$ cat config.mk
export PLATFORM = sky130hd
export DESIGN_NAME = mesi_line_ctrl
export DESIGN_NICKNAME = d
export VERILOG_FILES = /design/src/rtl/mesi_pkg.sv /design/src/rtl/mesi_state_array.sv /design/src/rtl/mesi_local_dec.sv /design/src/rtl/mesi_snoop_dec.sv /design/src/rtl/mesi_line_ctrl.sv
export SDC_FILE = /design/constraint.sdc
export NUM_CORES = 1
export LEC_CHECK = 0
export CAP_MARGIN = 0
export CELL_PAD_IN_SITES_DETAIL_PLACEMENT = 2
export CELL_PAD_IN_SITES_GLOBAL_PLACEMENT = 2
export CORE_MARGIN = 2
export CORE_UTILIZATION = 39
export CTS_CLUSTER_DIAMETER = 80
export DETAILED_ROUTE_END_ITERATION = 8
export DONT_BUFFER_PORTS = 1
export GPL_ROUTABILITY_DRIVEN = 0
export GPL_TIMING_DRIVEN = 0
export PLACE_DENSITY = 0.76
export SYNTH_ARGS = -nofsm -noshare
export SYNTH_HDL_FRONTEND = slang
export SYNTH_SLANG_ARGS = --single-unit
$ cat constraint.sdc
create_clock -name clk -period 3.7 [get_ports clk]
set_input_delay 0.74 -clock clk [delete_from_list [all_inputs] [get_ports clk]]
set_output_delay 0.74 -clock clk [all_outputs]
set_load 0.01 [all_outputs]
$ cat src/rtl/mesi_pkg.sv
package mesi_pkg;

    typedef enum logic [1:0] {
        ST_I = 2'b00,
        ST_S = 2'b01,
        ST_E = 2'b10,
        ST_M = 2'b11
    } line_st_t;

    typedef enum logic [1:0] {
        BUS_NONE = 2'b00,
        BUS_RD   = 2'b01,
        BUS_RFO  = 2'b10,
        BUS_WB   = 2'b11
    } bus_op_t;

    typedef enum logic [2:0] {
        OP_NOP   = 3'b000,
        OP_RD    = 3'b001,
        OP_WR    = 3'b010,
        OP_CLEAN = 3'b011,
        OP_EVICT = 3'b100
    } loc_op_t;

    typedef struct packed {
        logic     upd;
        line_st_t nxt;
        bus_op_t  act;
        logic     hit;
    } decision_t;

    function automatic line_st_t fill_state(logic own, logic shared);
        if (own)
            return ST_M;
        else if (shared)
            return ST_S;
        else
            return ST_E;
    endfunction

endpackage

$ cat src/rtl/mesi_state_array.sv
module mesi_state_array #(
    parameter int LINES = 8,
    parameter int IDX_W = $clog2(LINES)
) (
    input  logic                 clk,
    input  logic                 rst,
    input  logic                 we,
    input  logic [IDX_W-1:0]     widx,
    input  logic [1:0]           wst,
    output logic [2*LINES-1:0]   st_all
);
    for (genvar g = 0; g < LINES; g++) begin : g_line
        logic [1:0] st_q;
        always_ff @(posedge clk) begin
            if (rst)
                st_q <= mesi_pkg::ST_I;
            else if (we && (widx == IDX_W'(g)))
                st_q <= wst;
        end
        assign st_all[2*g +: 2] = st_q;
    end
endmodule

$ cat src/rtl/mesi_local_dec.sv
module mesi_local_dec
    import mesi_pkg::*;
(
    input  loc_op_t   op,
    input  line_st_t  st,
    output decision_t dec
);
    always_comb begin
        dec = '{upd: 1'b0, nxt: st, act: BUS_NONE, hit: 1'b0};
        unique case (op)
            OP_RD: begin
                if (st == ST_I)
                    dec.act = BUS_RD;
                else
                    dec.hit = 1'b1;
            end
            OP_WR: begin
                unique case (st)
                    ST_M: dec.hit = 1'b1;
                    ST_E: begin
                        dec.hit = 1'b1;
                        dec.upd = 1'b1;
                        dec.nxt = ST_M;
                    end
                    ST_S: begin
                        dec.hit = 1'b1;
                        dec.act = BUS_RFO;
                        dec.upd = 1'b1;
                        dec.nxt = ST_M;
                    end
                    default: dec.act = BUS_RFO;
                endcase
            end
            OP_CLEAN: begin
                if (st == ST_M) begin
                    dec.act = BUS_WB;
                    dec.upd = 1'b1;
                    dec.nxt = ST_E;
                end
            end
            OP_EVICT: begin
                dec.upd = 1'b1;
                dec.nxt = ST_I;
                if (st == ST_M)
                    dec.act = BUS_WB;
            end
            default: ;
        endcase
    end
endmodule

$ cat src/rtl/mesi_snoop_dec.sv
module mesi_snoop_dec
    import mesi_pkg::*;
(
    input  logic      rfo,
    input  line_st_t  st,
    output decision_t dec
);
    always_comb begin
        dec = '{upd: 1'b0, nxt: st, act: BUS_NONE, hit: 1'b0};
        if (st == ST_M)
            dec.act = BUS_WB;
        if (rfo) begin
            dec.upd = 1'b1;
            dec.nxt = ST_I;
        end else if (st == ST_M || st == ST_E) begin
            dec.upd = 1'b1;
            dec.nxt = ST_S;
        end
    end
endmodule

$ cat src/rtl/mesi_line_ctrl.sv
module mesi_line_ctrl
    import mesi_pkg::*;
#(
    parameter int LINES = 8,
    parameter int IDX_W = $clog2(LINES)
) (
    input  logic             clk,
    input  logic             rst,
    input  logic [2:0]       op,
    input  logic [IDX_W-1:0] op_idx,
    input  logic             snp_valid,
    input  logic             snp_rfo,
    input  logic [IDX_W-1:0] snp_idx,
    input  logic             fill_valid,
    input  logic             fill_own,
    input  logic             fill_shared,
    input  logic [IDX_W-1:0] fill_idx,
    input  logic [IDX_W-1:0] probe_idx,
    output logic             hit,
    output logic [1:0]       bus_act,
    output logic [IDX_W-1:0] bus_idx,
    output logic [1:0]       probe_state
);
    logic [2*LINES-1:0] st_all;
    logic               we;
    logic [IDX_W-1:0]   widx;
    logic [1:0]         wst;
    line_st_t           st_op;
    line_st_t           st_snp;
    decision_t          ld;
    decision_t          sd;

    assign st_op       = line_st_t'(st_all[{op_idx, 1'b0} +: 2]);
    assign st_snp      = line_st_t'(st_all[{snp_idx, 1'b0} +: 2]);
    assign probe_state = st_all[{probe_idx, 1'b0} +: 2];

    mesi_local_dec u_ldec (
        .op  (loc_op_t'(op)),
        .st  (st_op),
        .dec (ld)
    );

    mesi_snoop_dec u_sdec (
        .rfo (snp_rfo),
        .st  (st_snp),
        .dec (sd)
    );

    always_comb begin
        we      = 1'b0;
        widx    = op_idx;
        wst     = ST_I;
        hit     = 1'b0;
        bus_act = BUS_NONE;
        bus_idx = op_idx;
        if (snp_valid) begin
            we      = sd.upd;
            widx    = snp_idx;
            wst     = sd.nxt;
            bus_act = sd.act;
            bus_idx = snp_idx;
        end else if (fill_valid) begin
            we   = 1'b1;
            widx = fill_idx;
            wst  = fill_state(fill_own, fill_shared);
        end else begin
            we      = ld.upd;
            wst     = ld.nxt;
            hit     = ld.hit;
            bus_act = ld.act;
        end
    end

    mesi_state_array #(.LINES(LINES), .IDX_W(IDX_W)) u_arr (
        .clk    (clk),
        .rst    (rst),
        .we     (we),
        .widx   (widx),
        .wst    (wst),
        .st_all (st_all)
    );
endmodule

==> run metrics, run 1 <==
multi-input logic area=1127 um2; Detailed Route Iter0 Violations=54; routed wire length=~4700 um; setup bufs post-CTS=0; ANT cells=0; DRC viols=0; RSZ-0062 raised after global routing=no; via count=1353; Synth Area in Simple Gates=a little under an eighth; Cells after Synth=155; Final Util=between 40% and 50%; Final WS setup=0.1383 ns; CTS max path bufs=2; sequential area share after synthesis=21.19%; setup TNS=0 ns; Peak supply drop=roughly 0.00022 V; initial core utilization=about two fifths; CP max stage delay=0.50 ns; CTS tree=done; die area=4390 um2; Static Leak=0.0005377 uW; final slew viol count=0; Reg clk slew, reported paths=0.06 ns; crit start category=input port; post-route ant nets=0; Setup-failing EPs final=0; status=complete, no violations; die width=66.26 um; Post-Syn Area=between 1500 and 2000 um2; CP endpoint kind=output port; commonest non-fill, non-tap cell in the layout=a21oi_1; initial antenna violation count=0; vias in the first global route=1512; XOR/XNOR Fraction of Synth Area=0.5795%; multiplexer share of the synthesized area=27.40%; largest net degree at the start of global routing=11; worst path arrival time=between 2 and 3 ns; register area=320.3 um2; Core ar.=3689 um2; cell chain of the critical path=mux4_2 > mux2i_2 > inv_1 > ha_1 > nor3_1 > a21o_1 > a22oi_1 > o31ai_1; GRT Total Usage=~24%; Synth Area in Adders=4.139%; Num Clock Sinks=16; HP Class=reg2reg; Tot Pwr=approximately 470 uW; number of I/O pins=30; Achievable Freq=280.8 MHz; Largest regs=u_arr.g_line.st_q x16; Wirelength per Cell=around 23 um; share of cells above drive strength 1=25.79%; fill cell count=416; Largest register FFs=16; clk_skew=roughly 0.0045 ns; Vias/cell=6.536; WP data required=between 2 and 3 ns; Synth Flop Type=dfxtp_1; # H-tree levels=1; most frequent cells in the layout=17 x a21oi_1, 16 x dfxtp_1, 12 x mux4_2; slowest CP cell=mux4_2; YS warnings=0; Syn Area/Cell=9.751 um2; number of synthesized register bits=16; EDFF count, synth=0; Top reg by flops=u_arr.g_line.st_q; crit path time final=3.562 ns; largest family of logic cells by synthesized area=compound AO/OA/AOI/OAI gates; Hold-fix buffers, CTS=0; Synth async-reset ratio=0%; Max Cap Viol=0; dpl ws=-0.01916 ns; CTS Buf Count=3; cell row count=22; crit path max fanout=7; Port Buffers=0; Setup CP Type=in2out; die height=66.26 um; worst skew pair latency=0.26 ns; root buffer selected by CTS=clkbuf_8; post-synthesis compound-gate area fraction=30.30%; crit share post-route=about 96%; hold_ws=0.5255 ns; Slew @ Worst Pin=0.6159 ns; first-pass GRT wire length=7762 um; Fin. Hold Viols=0; CTS resizes=1; P per Cell Area=287.0 nW/um2; Net count, final=187; total overflow reported by the global router=0; Syn Nets=182; post-synth cell types=41; Slew headroom=58.87%; Layout area overhead=7.864%; hpwl dp=about 3900 um; 1st-pass router iterations=4
[worst paths after layout]
| kind | start | endpoint | slack, ns | cells past startpoint |
|---|---|---|---|---|
| worst max-delay path | op_idx[0] | bus_act[1] | 0.14 | 8 |
| worst min-delay path | u_arr.g_line[7].st_q[1]$_SDFFE_PP0P_ | u_arr.g_line[7].st_q[1]$_SDFFE_PP0P_ | 0.53 | 2 |
| worst max register to register | u_arr.g_line[2].st_q[1]$_SDFFE_PP0P_ | u_arr.g_line[5].st_q[0]$_SDFFE_PP0P_ | 0.67 | 10 |
| worst min register to register | u_arr.g_line[7].st_q[1]$_SDFFE_PP0P_ | u_arr.g_line[7].st_q[1]$_SDFFE_PP0P_ | 0.53 | 2 |
[report_power, final]
part	internal (uW)	leakage (uW)	switching [uW]	total, uW
clock network	94.6	0.0000288	63.4	158
registers	179	0.000130	7.29	186
logic	51.8	0.000379	72.2	124
[critical path, delay by kind of cell]
kind | cells | cell delay [ns]
buffers and inverters | 1 | 0.12
muxes | 2 | 0.84
adders and majority gates | 1 | 0.28
AOI/OAI and AO/OA | 3 | 0.58
and+or+nand+nor | 1 | 0.25
[stage by stage]
stage | instance area (um2) | std cells
after floorplan | 1511 | 155
after global placement | 1572 | 203
after detailed placement | 1572 | 203
after CTS | 1630 | 207
after global routing | 1630 | 207
final | 1630 | 207
[kinds of logic (layout without fill, tap and decap cells)]
| kind of cell | after synthesis | in the layout |
|---|---|---|
| fa+ha+maj | 5 | 5 |
| mux | 24 | 24 |
| buf+inv | 14 | 18 |
| compound gates | 63 | 63 |
| xor+xnor | 1 | 1 |
| simple gates | 32 | 32 |
| flops | 16 | 16 |
[layout make-up]
| type | count | area share (%) |
|---|---|---|
| Sequential cell | 16 | 19.65 |
| Inverter | 6 | 1.381 |
| Multi-Input combinational cell | 125 | 69.15 |
| Buffer | 8 | 2.763 |
| Tap cell | 48 | 3.684 |
| Clock buffer | 4 | 3.377 |
[metal layers]
layer	track usage, %	routed length [um]
met1	28.56	1988
met2	43.13	2338
met3	6.644	373
met4	5.357	46
met5	0	0
[cell usage after synthesis (all sizes together) (2+ instances only)]
library cell,number,share of area (%)
mux2,6,4.7
o211ai,4,2.0
inv,6,1.5
mux2i,6,4.8
and2b,2,1.1
nor2,3,0.74
mux4,12,18
a311oi,8,4.6
o31ai,2,0.99
clkbuf,4,1.2
nand3,9,3.0
a211oi,5,4.1
a2111oi,2,1.6
a21oi,17,5.6
ha,5,4.1
buf,4,1.7
nand2,6,1.5
o21ai,15,5.2
nor3b,5,2.8
a31oi,2,0.83
dfxtp,16,21
o21a,3,1.6
nor4,2,0.83
nand2b,4,1.7
No activity file was read; power rests on OpenSTA's default activity.
==> run 2, diff against run 1 <==
GPL_TIMING_DRIVEN = default   (was 0)
TNS_END_PERCENT = 20   (was default)
==> run 2 against run 1 <==
  * Clock power is essentially flat
  * Clock skew is 0.0037 ns lower
  * Final cell count decreased by 3.4%
  * Worst hold slack worse by 0.0071 ns
  * Sequential share of layout area is 0.51 points higher
  * Sequential cell count is the same
  * Largest cell class unchanged
==> run metrics, run 2 (synthesized netlist as in run 1, its figures left out) <==
status=complete, no violations; DP Area=1534 um2 (-2.4%); fill cell count=426 (+2.4%); GR peak layer=met2; setup TNS=0 ns (unchanged); worst skew pair latency=0.25 ns (about the same); Slew @ Worst Pin=0.8076 ns (+0.1917 ns); total overflow reported by the global router=0 (unchanged); Achievable Freq=293.7 MHz (+4.6%); ANT cells=0 (unchanged); placed cells=196 (-3.4%); crit path max fanout=7 (unchanged); initial antenna violation count=0 (unchanged); met1 Track Usage GR=26.18% (-2.4 points); routed wire length=4822 um (+1.6%); root buffer selected by CTS=clkbuf_8; setup bufs post-CTS=0 (unchanged); Worst setup endpoint=bus_act[1]; dpl ws=0.2610 ns (+0.2801 ns); DRC viols=0 (unchanged); RSZ-0062 raised after global routing=no; Final WS setup=0.2954 ns (+0.1570 ns); GRT met3 Usage=7.155% (+0.51 points); GRT Total Usage=23.30% (-0.83 points); initial core utilization=40.98% (unchanged); Num Clock Sinks=16 (unchanged); Layout area overhead=5.132%; CTS max path bufs=2 (unchanged); Wirelength per Cell=24.11 um (+5.1%); worst r2r src=u_arr.g_line[2].st_q[1]$_SDFFE_PP0P_; first-pass GRT wire length=7679 um (-1.1%); Hold-fix buffers, CTS=0 (unchanged); post-route ant nets=0 (unchanged); multi-input logic area=1124 um2 (-0.33%); via count=1361 (+0.59%); crit path time final=3.405 ns (-0.1570 ns); Setup-failing EPs final=0 (unchanged); Net count, final=180 (-3.7%); share of cells above drive strength 1=23.68% (-2.1 points); CTS tree=done; worst path arrival time=2.66 ns (-0.16 ns); 1st-pass router iterations=4 (unchanged); final instance area=1589 um2 (-2.5%); Finished Layout Cells=200 (-3.4%); P per Cell Area=284.8 nW/um2 (-0.79%); Detailed Route Iter0 Violations=57 (+5.6%); final slew viol count=0 (unchanged); slowest CP cell=mux4_2; most frequent cells in the layout=17 x a21oi_1, 16 x dfxtp_1, 12 x mux4_2; die area=4390 um2 (unchanged); cell row count=22 (unchanged); die width=66.26 um (unchanged); vias in the first global route=1483 (-1.9%); Fin. Hold Viols=0 (unchanged); RR Endpoint=u_arr.g_line[0].st_q[0]$_SDFFE_PP0P_; register area=320.3 um2 (unchanged); Top reg by flops=u_arr.g_line.st_q; crit path from=op_idx[0]; number of I/O pins=30 (unchanged); HP Class=reg2reg; Setup CP Type=in2out; cell chain of the critical path=mux4_2 > mux2i_1 > inv_1 > ha_1 > nor3_1 > a21o_1 > a22oi_1 > o31ai_1; Reg clk slew, reported paths=0.06 ns (about the same); CTS Buf Count=3 (unchanged); crit start category=input port; clk_skew=0.0007963 ns (-0.003658 ns); Peak supply drop=0.0002090 V (-3.8%); path depth of the worst reg2reg path=9 (-1); Largest regs=u_arr.g_line.st_q x16; met2 usage=41.25% (-1.9 points); CP endpoint kind=output port; Port Buffers=0 (unchanged); Static Leak=0.0005178 uW (-3.7%); R2R setup slack=0.71 ns (+0.04 ns); WP data required=2.96 ns (about the same); Largest register FFs=16 (unchanged); CTS resizes=0 (-1); Max Cap Viol=0 (unchanged); Core ar.=3689 um2 (unchanged); Vias/cell=6.805 (+4.1%); CP max stage delay=0.48 ns (-0.02 ns); largest net degree at the start of global routing=24 (+13); die height=66.26 um (unchanged); Slew headroom=45.96% (-13 points); # H-tree levels=1 (unchanged); hpwl dp=3816 um (-1.9%); crit share post-route=92.02% (-4.2 points); commonest non-fill, non-tap cell in the layout=a21oi_1
run 2: changes by cell type in the layout (fill, tap and decap cells not counted):
cell      change
mux2i_1       +1
buf_2         -3
clkbuf_4      -1
clkbuf_1      -3
buf_4         +1
buf_6         -1
mux2i_2       -1
run 2: stage by stage:
step | total power [uW] | hold slack [ns] | utilization [%]
final | 452.5 | 0.5184 | 43.08
after global routing | 475.4 | 0.5433 | 43.08
after CTS | 455.7 | 0.5175 | 43.08
after detailed placement | 299.4 | 0.5102 | 41.59
after global placement | 295.4 | 0.4915 | 41.59
after floorplan | 283.0 | 0.4701 | -
run 2: worst min-delay path by stage:
stage | endpoint | slack, ns | start | depth (start not counted)
final | u_arr.g_line[1].st_q[1]$_SDFFE_PP0P_ | 0.52 | u_arr.g_line[1].st_q[1]$_SDFFE_PP0P_ | 2
after detailed placement | u_arr.g_line[1].st_q[1]$_SDFFE_PP0P_ | 0.51 | u_arr.g_line[1].st_q[1]$_SDFFE_PP0P_ | 2
after CTS | u_arr.g_line[1].st_q[1]$_SDFFE_PP0P_ | 0.52 | u_arr.g_line[1].st_q[1]$_SDFFE_PP0P_ | 2
after global routing | u_arr.g_line[1].st_q[0]$_SDFFE_PP0P_ | 0.54 | rst | 1
after floorplan | u_arr.g_line[6].st_q[1]$_SDFFE_PP0P_ | 0.47 | u_arr.g_line[6].st_q[1]$_SDFFE_PP0P_ | 2
after global placement | u_arr.g_line[6].st_q[1]$_SDFFE_PP0P_ | 0.49 | u_arr.g_line[6].st_q[1]$_SDFFE_PP0P_ | 2
run 2: worst max-delay path, delay by kind of cell:
family	cells	cell delay (ns)
mux	2	0.73
compound gates	3	0.58
fa+ha+maj	1	0.30
simple gates	1	0.22
buf+inv	1	0.10
run 2: report_power, final:
part	internal (uW)	leakage (uW)	switching (uW)
Clock	94.5	0.0000288	60.7
Sequential	179	0.000130	7.38
Combinational	48.1	0.000359	63.0
Total	321	0.000518	131
run 2: final cells by class:
cell class	instances	area share (%)
tap	48	3.780
sequential	16	20.16
clock buffer	4	3.465
multi-input combinational	125	70.71
timing repair buffer	1	0.4724
inverter	6	1.417
run 2: routing by layer:
layer,part of all wire (%),vias to the layer above
met5,0,-
met4,2.5,0
met3,8.8,13
met2,49,56
met1,40,674
li1,-,618
==> run 3, diff against run 2 <==
clock period = 3.6 ns   (was 3.7 ns; I/O delays follow)
==> run 3 against run 2 <==
  * Worst hold slack lost 0.0040 ns
  * Largest power group unchanged
  * Core utilization shrank 0.17 points
  * Critical endpoint unchanged
  * Global-route usage grew 0.050 points
  * Largest cell class unchanged
==> run metrics, run 3 (synthesized netlist as in run 1, its figures left out) <==
WP data required=2.88 ns (-0.08 ns); worst path arrival time=2.62 ns (-0.04 ns); Fin. Hold Viols=0 (unchanged); most frequent cells in the layout=17 x a21oi_1, 16 x dfxtp_1, 12 x mux4_2; Detailed Route Iter0 Violations=69 (+21%); setup TNS=0 ns (unchanged); Layout area overhead=4.719%; Vias/cell=6.815 (+0.15%); clk_skew=0.004206 ns (+0.003410 ns); Achievable Freq=299.8 MHz; Largest regs=u_arr.g_line.st_q x16; Static Leak=0.0005160 uW (-0.34%); total overflow reported by the global router=0 (unchanged); Setup CP Type=in2out; P per Cell Area=277.0 nW/um2 (-2.7%); cell row count=22 (unchanged); largest net degree at the start of global routing=24 (unchanged); CTS max path bufs=2 (unchanged); worst skew pair latency=0.25 ns (about the same); crit start category=input port; Setup-failing EPs final=0 (unchanged); status=complete, no violations; Wirelength per Cell=23.63 um (-2.0%); CTS tree=done; final slew viol count=0 (unchanged); Reg clk slew, reported paths=0.06 ns (about the same); Max Cap Viol=0 (unchanged); crit path time final=3.335 ns; HP Class=reg2reg; 1st-pass router iterations=4 (unchanged); Slew headroom=42.83% (-3.1 points); vias in the first global route=1441 (-2.8%); CTS Buf Count=3 (unchanged); via count=1363 (+0.15%); post-route ant nets=0 (unchanged); Hold-fix buffers, CTS=0 (unchanged); Num Clock Sinks=16 (unchanged); crit path max fanout=7 (unchanged); CP endpoint kind=output port; DP Area=1541 um2 (+0.49%); Largest register FFs=16 (unchanged); Core ar.=3689 um2 (unchanged); die width=66.26 um (unchanged); Top reg by flops=u_arr.g_line.st_q; DRC viols=0 (unchanged); crit share post-route=92.64%; commonest non-fill, non-tap cell in the layout=a21oi_1; number of I/O pins=30 (unchanged); Net count, final=181 (+0.56%); CTS resizes=0 (unchanged); Slew @ Worst Pin=0.8543 ns (+0.04676 ns); register area=320.3 um2 (unchanged); first-pass GRT wire length=7596 um (-1.1%); initial core utilization=40.98% (unchanged); die area=4390 um2 (unchanged); hpwl dp=3765 um (-1.3%); initial antenna violation count=0 (unchanged); root buffer selected by CTS=clkbuf_8; hold_ws=0.5144 ns (-0.004030 ns); setup bufs post-CTS=0 (unchanged); fill cell count=411 (-3.5%); Port Buffers=0 (unchanged); Peak supply drop=0.0001974 V (-5.5%); GRT Total Usage=23.35% (+0.050 points); share of cells above drive strength 1=23.68% (unchanged); RSZ-0062 raised after global routing=no; routed wire length=4725 um (-2.0%); final instance area=1583 um2 (-0.39%); die height=66.26 um (unchanged); # H-tree levels=1 (unchanged); ANT cells=0 (unchanged); multi-input logic area=1124 um2 (unchanged)
-- run 3: cell types whose count changed in the layout (fill, tap and decap cells not counted) --
cell / change
clkbuf_8: -1
buf_4: +1
-- run 3: layout make-up --
cell class                      instances  area share (%)
Timing Repair Buffer                    2          0.9486
Multi-Input combinational cell        125           70.99
Clock buffer                            3           2.609
Inverter                                6           1.423
Sequential cell                        16           20.24
Tap cell                               48           3.794
-- run 3: through the flow --
step	std cells	utilization (%)	setup slack, ns	power [uW]
3_3_place_gp	197	41.79	0.3129	303.7
2_1_floorplan	155	-	0.3447	290.9
4_1_cts	200	42.91	0.2496	441.3
6_report	200	42.91	0.2649	438.4
3_5_place_dp	197	41.79	0.2618	307.8
5_1_grt	200	42.91	0.1197	461.9
-- run 3: worst max-delay path: stages --
cell	delay [ns]
mux4_2	0.47
mux2i_1	0.26
inv_1	0.11
ha_1	0.28
nor3_1	0.20
a21o_1	0.11
a22oi_1	0.07
o31ai_1	0.22
buf_4	0.16
-- run 3: power by group --
part	total, uW	switching [uW]	internal, uW
Sequential	191	7.32	184
Combinational	114	64.6	49.6
Clock	133	58.6	74.3
Total	438	131	308
-- run 3: layer usage --
| layer | vias up | global-route usage, % | wire length (um) |
|---|---|---|---|
| li1 | 624 | - | - |
| met1 | 681 | 30.05 | 2044 |
| met2 | 53 | 39.25 | 2247 |
| met3 | 5 | 5.451 | 376 |
| met4 | 0 | 5.867 | 57 |
| met5 | - | 0 | 0 |
-- run 3: final timing paths --
check                                                          start                              endpoint  slack (ns)  cells after the start
worst min register to register  u_arr.g_line[0].st_q[1]$_SDFFE_PP0P_  u_arr.g_line[0].st_q[1]$_SDFFE_PP0P_        0.51                      2
worst max-delay path                                       op_idx[0]                            bus_act[1]        0.26                      9
worst max register to register  u_arr.g_line[6].st_q[0]$_SDFFE_PP0P_  u_arr.g_line[1].st_q[0]$_SDFFE_PP0P_        0.66                      9
worst min-delay path            u_arr.g_line[0].st_q[1]$_SDFFE_PP0P_  u_arr.g_line[0].st_q[1]$_SDFFE_PP0P_        0.51                      2
